**config.mk**
```make
export PLATFORM = sky130hd
export DESIGN_NAME = alu8_core
export DESIGN_NICKNAME = d
export VERILOG_FILES = /design/src/rtl/alu8_pkg.sv /design/src/rtl/alu8_addsub.sv /design/src/rtl/alu8_bitops.sv /design/src/rtl/alu8_flagmerge.sv /design/src/rtl/alu8_core.sv
export SDC_FILE = /design/constraint.sdc
export NUM_CORES = 1
export LEC_CHECK = 0
export BUFFER_PORTS_ARGS = -buffer_cell sky130_fd_sc_hd__buf_2
export CAP_MARGIN = 20
export CORE_ASPECT_RATIO = 1.5
export CORE_MARGIN = 10
export CORE_UTILIZATION = 42
export CTS_CLUSTER_DIAMETER = 40
export DETAILED_ROUTE_END_ITERATION = 16
export PLACE_DENSITY = 0.71
export SYNTH_ARGS = -nofsm -noshare
export SYNTH_HDL_FRONTEND = slang
export SYNTH_SLANG_ARGS = --single-unit
```
**constraint.sdc**
```tcl
create_clock -name clk -period 6.5 [get_ports clk]
set_input_delay 1.3 -clock clk [delete_from_list [all_inputs] [get_ports clk]]
set_output_delay 1.3 -clock clk [all_outputs]
set_load 0.1 [all_outputs]
```
**src/rtl/alu8_pkg.sv**
```systemverilog
package alu8_pkg;
  localparam logic [4:0] OP_ADD  = 5'd0;
  localparam logic [4:0] OP_ADC  = 5'd1;
  localparam logic [4:0] OP_SUB  = 5'd2;
  localparam logic [4:0] OP_SBC  = 5'd3;
  localparam logic [4:0] OP_CMP  = 5'd4;
  localparam logic [4:0] OP_CPC  = 5'd5;
  localparam logic [4:0] OP_AND  = 5'd6;
  localparam logic [4:0] OP_OR   = 5'd7;
  localparam logic [4:0] OP_XOR  = 5'd8;
  localparam logic [4:0] OP_COM  = 5'd9;
  localparam logic [4:0] OP_NEG  = 5'd10;
  localparam logic [4:0] OP_INC  = 5'd11;
  localparam logic [4:0] OP_DEC  = 5'd12;
  localparam logic [4:0] OP_LSL  = 5'd13;
  localparam logic [4:0] OP_LSR  = 5'd14;
  localparam logic [4:0] OP_ROL  = 5'd15;
  localparam logic [4:0] OP_ROR  = 5'd16;
  localparam logic [4:0] OP_ASR  = 5'd17;
  localparam logic [4:0] OP_SWAP = 5'd18;

  // flag byte bit positions
  localparam int FB_C = 0;
  localparam int FB_Z = 1;
  localparam int FB_N = 2;
  localparam int FB_V = 3;
  localparam int FB_S = 4;
  localparam int FB_H = 5;

  // update masks over bits 5..0 (H S V N Z C)
  localparam logic [5:0] UPD_ARITH = 6'b111111;
  localparam logic [5:0] UPD_LOGIC = 6'b011110;
  localparam logic [5:0] UPD_SHIFT = 6'b011111;
  localparam logic [5:0] UPD_NONE  = 6'b000000;
endpackage

```
**src/rtl/alu8_addsub.sv**
```systemverilog
module alu8_addsub #(
  parameter int DW = 8
) (
  input  logic [DW-1:0] x,
  input  logic [DW-1:0] y,
  input  logic          cin,
  input  logic          sub,
  output logic [DW-1:0] sum,
  output logic          c_out,
  output logic          h_out,
  output logic          v_out
);
  localparam int MSB = DW - 1;
  localparam int HB  = 3;

  logic [DW:0] ext;

  always_comb begin
    if (sub) ext = {1'b0, x} - {1'b0, y} - {{DW{1'b0}}, cin};
    else     ext = {1'b0, x} + {1'b0, y} + {{DW{1'b0}}, cin};
    sum   = ext[MSB:0];
    c_out = ext[DW];
    if (sub) begin
      h_out = (~x[HB] & y[HB]) | (y[HB] & sum[HB]) | (sum[HB] & ~x[HB]);
      v_out = (x[MSB] & ~y[MSB] & ~sum[MSB]) | (~x[MSB] & y[MSB] & sum[MSB]);
    end else begin
      h_out = (x[HB] & y[HB]) | (y[HB] & ~sum[HB]) | (~sum[HB] & x[HB]);
      v_out = (x[MSB] & y[MSB] & ~sum[MSB]) | (~x[MSB] & ~y[MSB] & sum[MSB]);
    end
  end
endmodule

```
**src/rtl/alu8_bitops.sv**
```systemverilog
module alu8_bitops
  import alu8_pkg::*;
#(
  parameter int DW = 8
) (
  input  logic [4:0]    op,
  input  logic [DW-1:0] a,
  input  logic [DW-1:0] b,
  input  logic          cin,
  output logic [DW-1:0] res,
  output logic          c_out,
  output logic          v_out
);
  localparam int MSB = DW - 1;
  localparam int NIB = DW / 2;

  logic is_shift;

  always_comb begin
    res      = a;
    c_out    = 1'b0;
    is_shift = 1'b0;
    case (op)
      OP_AND:  res = a & b;
      OP_OR:   res = a | b;
      OP_XOR:  res = a ^ b;
      OP_COM:  begin res = ~a; c_out = 1'b1; end
      OP_LSL:  begin res = {a[MSB-1:0], 1'b0}; c_out = a[MSB]; is_shift = 1'b1; end
      OP_LSR:  begin res = {1'b0, a[MSB:1]};   c_out = a[0];   is_shift = 1'b1; end
      OP_ROL:  begin res = {a[MSB-1:0], cin};  c_out = a[MSB]; is_shift = 1'b1; end
      OP_ROR:  begin res = {cin, a[MSB:1]};    c_out = a[0];   is_shift = 1'b1; end
      OP_ASR:  begin res = {a[MSB], a[MSB:1]}; c_out = a[0];   is_shift = 1'b1; end
      OP_SWAP: res = {a[NIB-1:0], a[MSB:NIB]};
      default: res = a;
    endcase
    v_out = is_shift & (res[MSB] ^ c_out);
  end
endmodule

```
**src/rtl/alu8_flagmerge.sv**
```systemverilog
module alu8_flagmerge
  import alu8_pkg::*;
(
  input  logic [7:0] old_flags,
  input  logic [5:0] upd,
  input  logic       h_new,
  input  logic       v_new,
  input  logic       n_new,
  input  logic       z_new,
  input  logic       c_new,
  output logic [7:0] new_flags
);
  logic [7:0] cand;
  logic [7:0] sel;

  assign cand = {old_flags[7:6], h_new, n_new ^ v_new, v_new, n_new, z_new, c_new};
  assign sel  = {2'b00, upd};

  for (genvar i = 0; i < 8; i++) begin : g_bit
    assign new_flags[i] = sel[i] ? cand[i] : old_flags[i];
  end
endmodule

```
**src/rtl/alu8_core.sv**
```systemverilog
module alu8_core
  import alu8_pkg::*;
#(
  parameter int DW = 8
) (
  input  logic          clk,
  input  logic          rst,
  input  logic          in_valid,
  output logic          in_ready,
  input  logic [4:0]    in_op,
  input  logic [DW-1:0] in_a,
  input  logic [DW-1:0] in_b,
  input  logic          in_cin,
  input  logic [7:0]    in_flags,
  output logic          out_valid,
  input  logic          out_ready,
  output logic [DW-1:0] out_result,
  output logic          out_we,
  output logic [7:0]    out_flags
);
  localparam int MSB = DW - 1;

  logic [DW-1:0] as_x, as_y, as_sum, bo_res, res;
  logic          as_cin, as_sub, as_c, as_h, as_v;
  logic          bo_c, bo_v;
  logic          use_as, chain_z, we;
  logic [5:0]    upd;
  logic          n_new, z_new, c_new, v_new;
  logic [7:0]    flags_nx;

  always_comb begin
    as_x    = in_a;
    as_y    = in_b;
    as_cin  = 1'b0;
    as_sub  = 1'b0;
    use_as  = 1'b0;
    chain_z = 1'b0;
    we      = 1'b1;
    upd     = UPD_NONE;
    case (in_op)
      OP_ADD: begin use_as = 1'b1; upd = UPD_ARITH; end
      OP_ADC: begin use_as = 1'b1; upd = UPD_ARITH; as_cin = in_cin; end
      OP_SUB: begin use_as = 1'b1; upd = UPD_ARITH; as_sub = 1'b1; end
      OP_SBC: begin
        use_as = 1'b1; upd = UPD_ARITH; as_sub = 1'b1;
        as_cin = in_cin; chain_z = 1'b1;
      end
      OP_CMP: begin use_as = 1'b1; upd = UPD_ARITH; as_sub = 1'b1; we = 1'b0; end
      OP_CPC: begin
        use_as = 1'b1; upd = UPD_ARITH; as_sub = 1'b1;
        as_cin = in_cin; chain_z = 1'b1; we = 1'b0;
      end
      OP_NEG: begin
        use_as = 1'b1; upd = UPD_ARITH; as_sub = 1'b1;
        as_x = '0; as_y = in_a;
      end
      OP_INC: begin use_as = 1'b1; upd = UPD_LOGIC; as_y = DW'(1); end
      OP_DEC: begin use_as = 1'b1; upd = UPD_LOGIC; as_sub = 1'b1; as_y = DW'(1); end
      OP_AND, OP_OR, OP_XOR: upd = UPD_LOGIC;
      OP_COM, OP_LSL, OP_LSR, OP_ROL, OP_ROR, OP_ASR: upd = UPD_SHIFT;
      OP_SWAP: upd = UPD_NONE;
      default: begin upd = UPD_NONE; we = 1'b0; end
    endcase
  end

  alu8_addsub #(.DW(DW)) u_addsub (
    .x(as_x), .y(as_y), .cin(as_cin), .sub(as_sub),
    .sum(as_sum), .c_out(as_c), .h_out(as_h), .v_out(as_v)
  );

  alu8_bitops #(.DW(DW)) u_bitops (
    .op(in_op), .a(in_a), .b(in_b), .cin(in_cin),
    .res(bo_res), .c_out(bo_c), .v_out(bo_v)
  );

  always_comb begin
    res   = use_as ? as_sum : bo_res;
    c_new = use_as ? as_c : bo_c;
    v_new = use_as ? as_v : bo_v;
    n_new = res[MSB];
    z_new = (res == '0) & (~chain_z | in_flags[FB_Z]);
  end

  alu8_flagmerge u_merge (
    .old_flags(in_flags), .upd(upd),
    .h_new(as_h), .v_new(v_new), .n_new(n_new), .z_new(z_new), .c_new(c_new),
    .new_flags(flags_nx)
  );

  assign in_ready = ~out_valid | out_ready;

  always_ff @(posedge clk) begin
    if (rst) begin
      out_valid  <= 1'b0;
      out_result <= '0;
      out_we     <= 1'b0;
      out_flags  <= '0;
    end else if (in_ready) begin
      out_valid <= in_valid;
      if (in_valid) begin
        out_result <= res;
        out_we     <= we;
        out_flags  <= flags_nx;
      end
    end
  end
endmodule

```
==> flow_summary.ini <==
[timing]
rsz0062_at_grt = false
slew_violations = 0
worst_pin_slew_ps = 891
maxSlewHeadroom = 0.405
hold_viol = 0
worst_clock_skew_ps = 2.56
clock.fmax_mhz = 197
fin_crit_sh = 0.782
setup_viol = 0
period_minus_slack_ps = 5080
setup_tns_ps = 0

[place]
port_buffers = 52
dpl_cell_area_um2 = 3280
dp_hpwl_mm = 7.88
gp_congestion = 0.980

[cells_and_area]
final_area_um2 = 3340
drive_gt1_frac = 0.143
fin_nets = 537
diodes = 0
final_common_cell = buf_2
area_growth_syn_to_layout_pct = 10.1
final_cell_mix = 52 x buf_2, 48 x nand2_1, 42 x nor2_1, 37 x ha_1, 35 x inv_1

[detailed_routing]
wl_per_cell_um = 18.3
routed_wl_mm = 9.87
via_per_inst = 6.21
vias = 3345
drt_first_pass_iters = 7
ant_nets = 0
drcViolationCount = 0
drt_iter0_markers = 444

[clock_tree]
cts_buffers = 3
cts_tree = done
clock_sinks = 18
clockBufferDepth = 2
cts_resized = 0
clk_latency_ps = 260
cts-root-buf = clkbuf_8
clkTransAtPathRegs_ps = 70
postCtsSetupRepairBufs = 0
cts.htree.levels = 1
ctsHoldBuffers = 0

[logic_synthesis]
async_flop_share = 0
yosysSeqAreaShare = 0.119
synth.area.top_cells = ha_1 15%, dfxtp_1 12%, nand2_1 5.9%
synth_cells = 430
yosys.area.top_type = ha_1
yosys_register_bits = 18
synth_warnings = 0
netlist_area_um2 = 3030
ys_types = 67
synth-edff-count = 0
syn_avg_cell_area_um2 = 7.05
syn-num-nets = 505
synth_top_area_frac = 0.153
ys.flop_type = dfxtp_1

[grt]
grt_overflow = 0
grt_max_degree = 32
antenna_found_initial = 0
grt_pass1_wl_mm = 15.8
grt_pass1_vias = 3249
track_usage = 0.177

[power_and_ir_drop]
peakVddDrop_uv = 99.3
power.density_nw_per_um2 = 167
p_total_uw = 556
p_leak_uw = 0.00154

[worst_setup_path]
ff2ff_setup_slack_ps = 4680
cp_max_fo = 31
cp.arrival_ps = 5290
cp.required_ps = 6710
critical_path_class = in2reg
crit_path_end_kind = flop
startpoint_type = input port

[floorplan]
die_h_um = 124
ios = 53
dieArea_um2 = 11100
fp.coreArea_um2 = 6940
initial_core_util = 0.436
num_rows = 37
die_x_um = 89.4

[run]
maxCapViolCount = 0

[outcome]
status = complete, no violations

[hold_path]
hold_path_class = reg2reg
final timing paths:
kind | start | end | depth (start not counted)
worst min-delay path | out_result[5]$_SDFFE_PP0P_ | out_result[5]$_SDFFE_PP0P_ | 2
worst min register to register | out_result[5]$_SDFFE_PP0P_ | out_result[5]$_SDFFE_PP0P_ | 2
worst max register to register | out_valid$_SDFFE_PP0N_ | out_flags[1]$_SDFFE_PP0P_ | 5
worst max-delay path | in_op[1] | out_flags[1]$_SDFFE_PP0P_ | 14
cell families after synthesis:
family | after synthesis | synth area share
buffers and inverters | 61 | 0.0813
AND/OR/NAND/NOR | 167 | 0.280
AO/OA/AOI/OAI | 127 | 0.292
XOR/XNOR | 11 | 0.0318
flip-flops | 18 | 0.119
adder cells (fa/ha/maj) | 41 | 0.179
multiplexers | 5 | 0.0165
report_power, final:
part           internal (uW)  leakage [uW]  switching [uW]
sequential               120      0.000149            4.14
clock                   53.9     0.0000288            39.0
combinational            106       0.00136             233
total                    280       0.00154             276
synth_stat cells (all sizes together), types with 3 or more instances:
cell,instances
nand4,6
dfxtp,18
a32oi,4
inv,35
nand2,48
a211oi,11
a21o,6
a21oi,32
ha,37
nand2b,7
nor3b,5
a22oi,9
o22ai,6
a31oi,4
mux2i,5
xnor2,7
nor3,18
clkbuf,17
nand3,4
nor2b,6
and2,3
xor2,4
nand3b,5
nor2,42
a2bb2oi,5
o211ai,5
and3,4
o21ai,22
or3,6
fa,4
buf,9
through the flow:
step           hold WS (ps)  utilization  setup WS (ps)  std cells
6_report                453        0.480           1420        539
5_1_grt                 479        0.480           1140        539
4_1_cts                 454        0.480           1490        539
3_5_place_dp            445        0.472           1220        535
3_3_place_gp            440        0.472           1350        535
2_1_floorplan           888            -           1680        430
worst max-delay path, stage by stage:
cell and delay [ps]:
buf_2 440, nor2b_1 440, nand2_1 290, o21ai_0 300, ha_1 350, ha_1 410
o21a_1 140, o21a_1 170, or3_1 390, a21o_1 190, and2_1 150, o221a_2 300
nor4_1 280, a21o_1 140
layout make-up:
class	count	area [um2]
Clock buffer	4	55.1
Fill cell	702	3610
Inverter	35	131
Multi-Input combinational cell	351	2420
Sequential cell	18	360
Tap cell	78	97.6
Timing Repair Buffer	53	268
sequential cells by signal, summed over array words and instances, names as in the netlist:
| signal | cells |
|---|---|
| out_flags | 8 |
| out_result | 8 |
| out_valid | 1 |
| out_we | 1 |
routing by layer:
layer / global-route usage / share of wire / routed length, um
met5: 0 / 0 / 0
met4: 0.116 / 0.052 / 513
met1: 0.188 / 0.37 / 3640
met3: 0.0229 / 0.077 / 762
met2: 0.315 / 0.50 / 4960
Note: power is estimated with default switching activity, not from simulation.
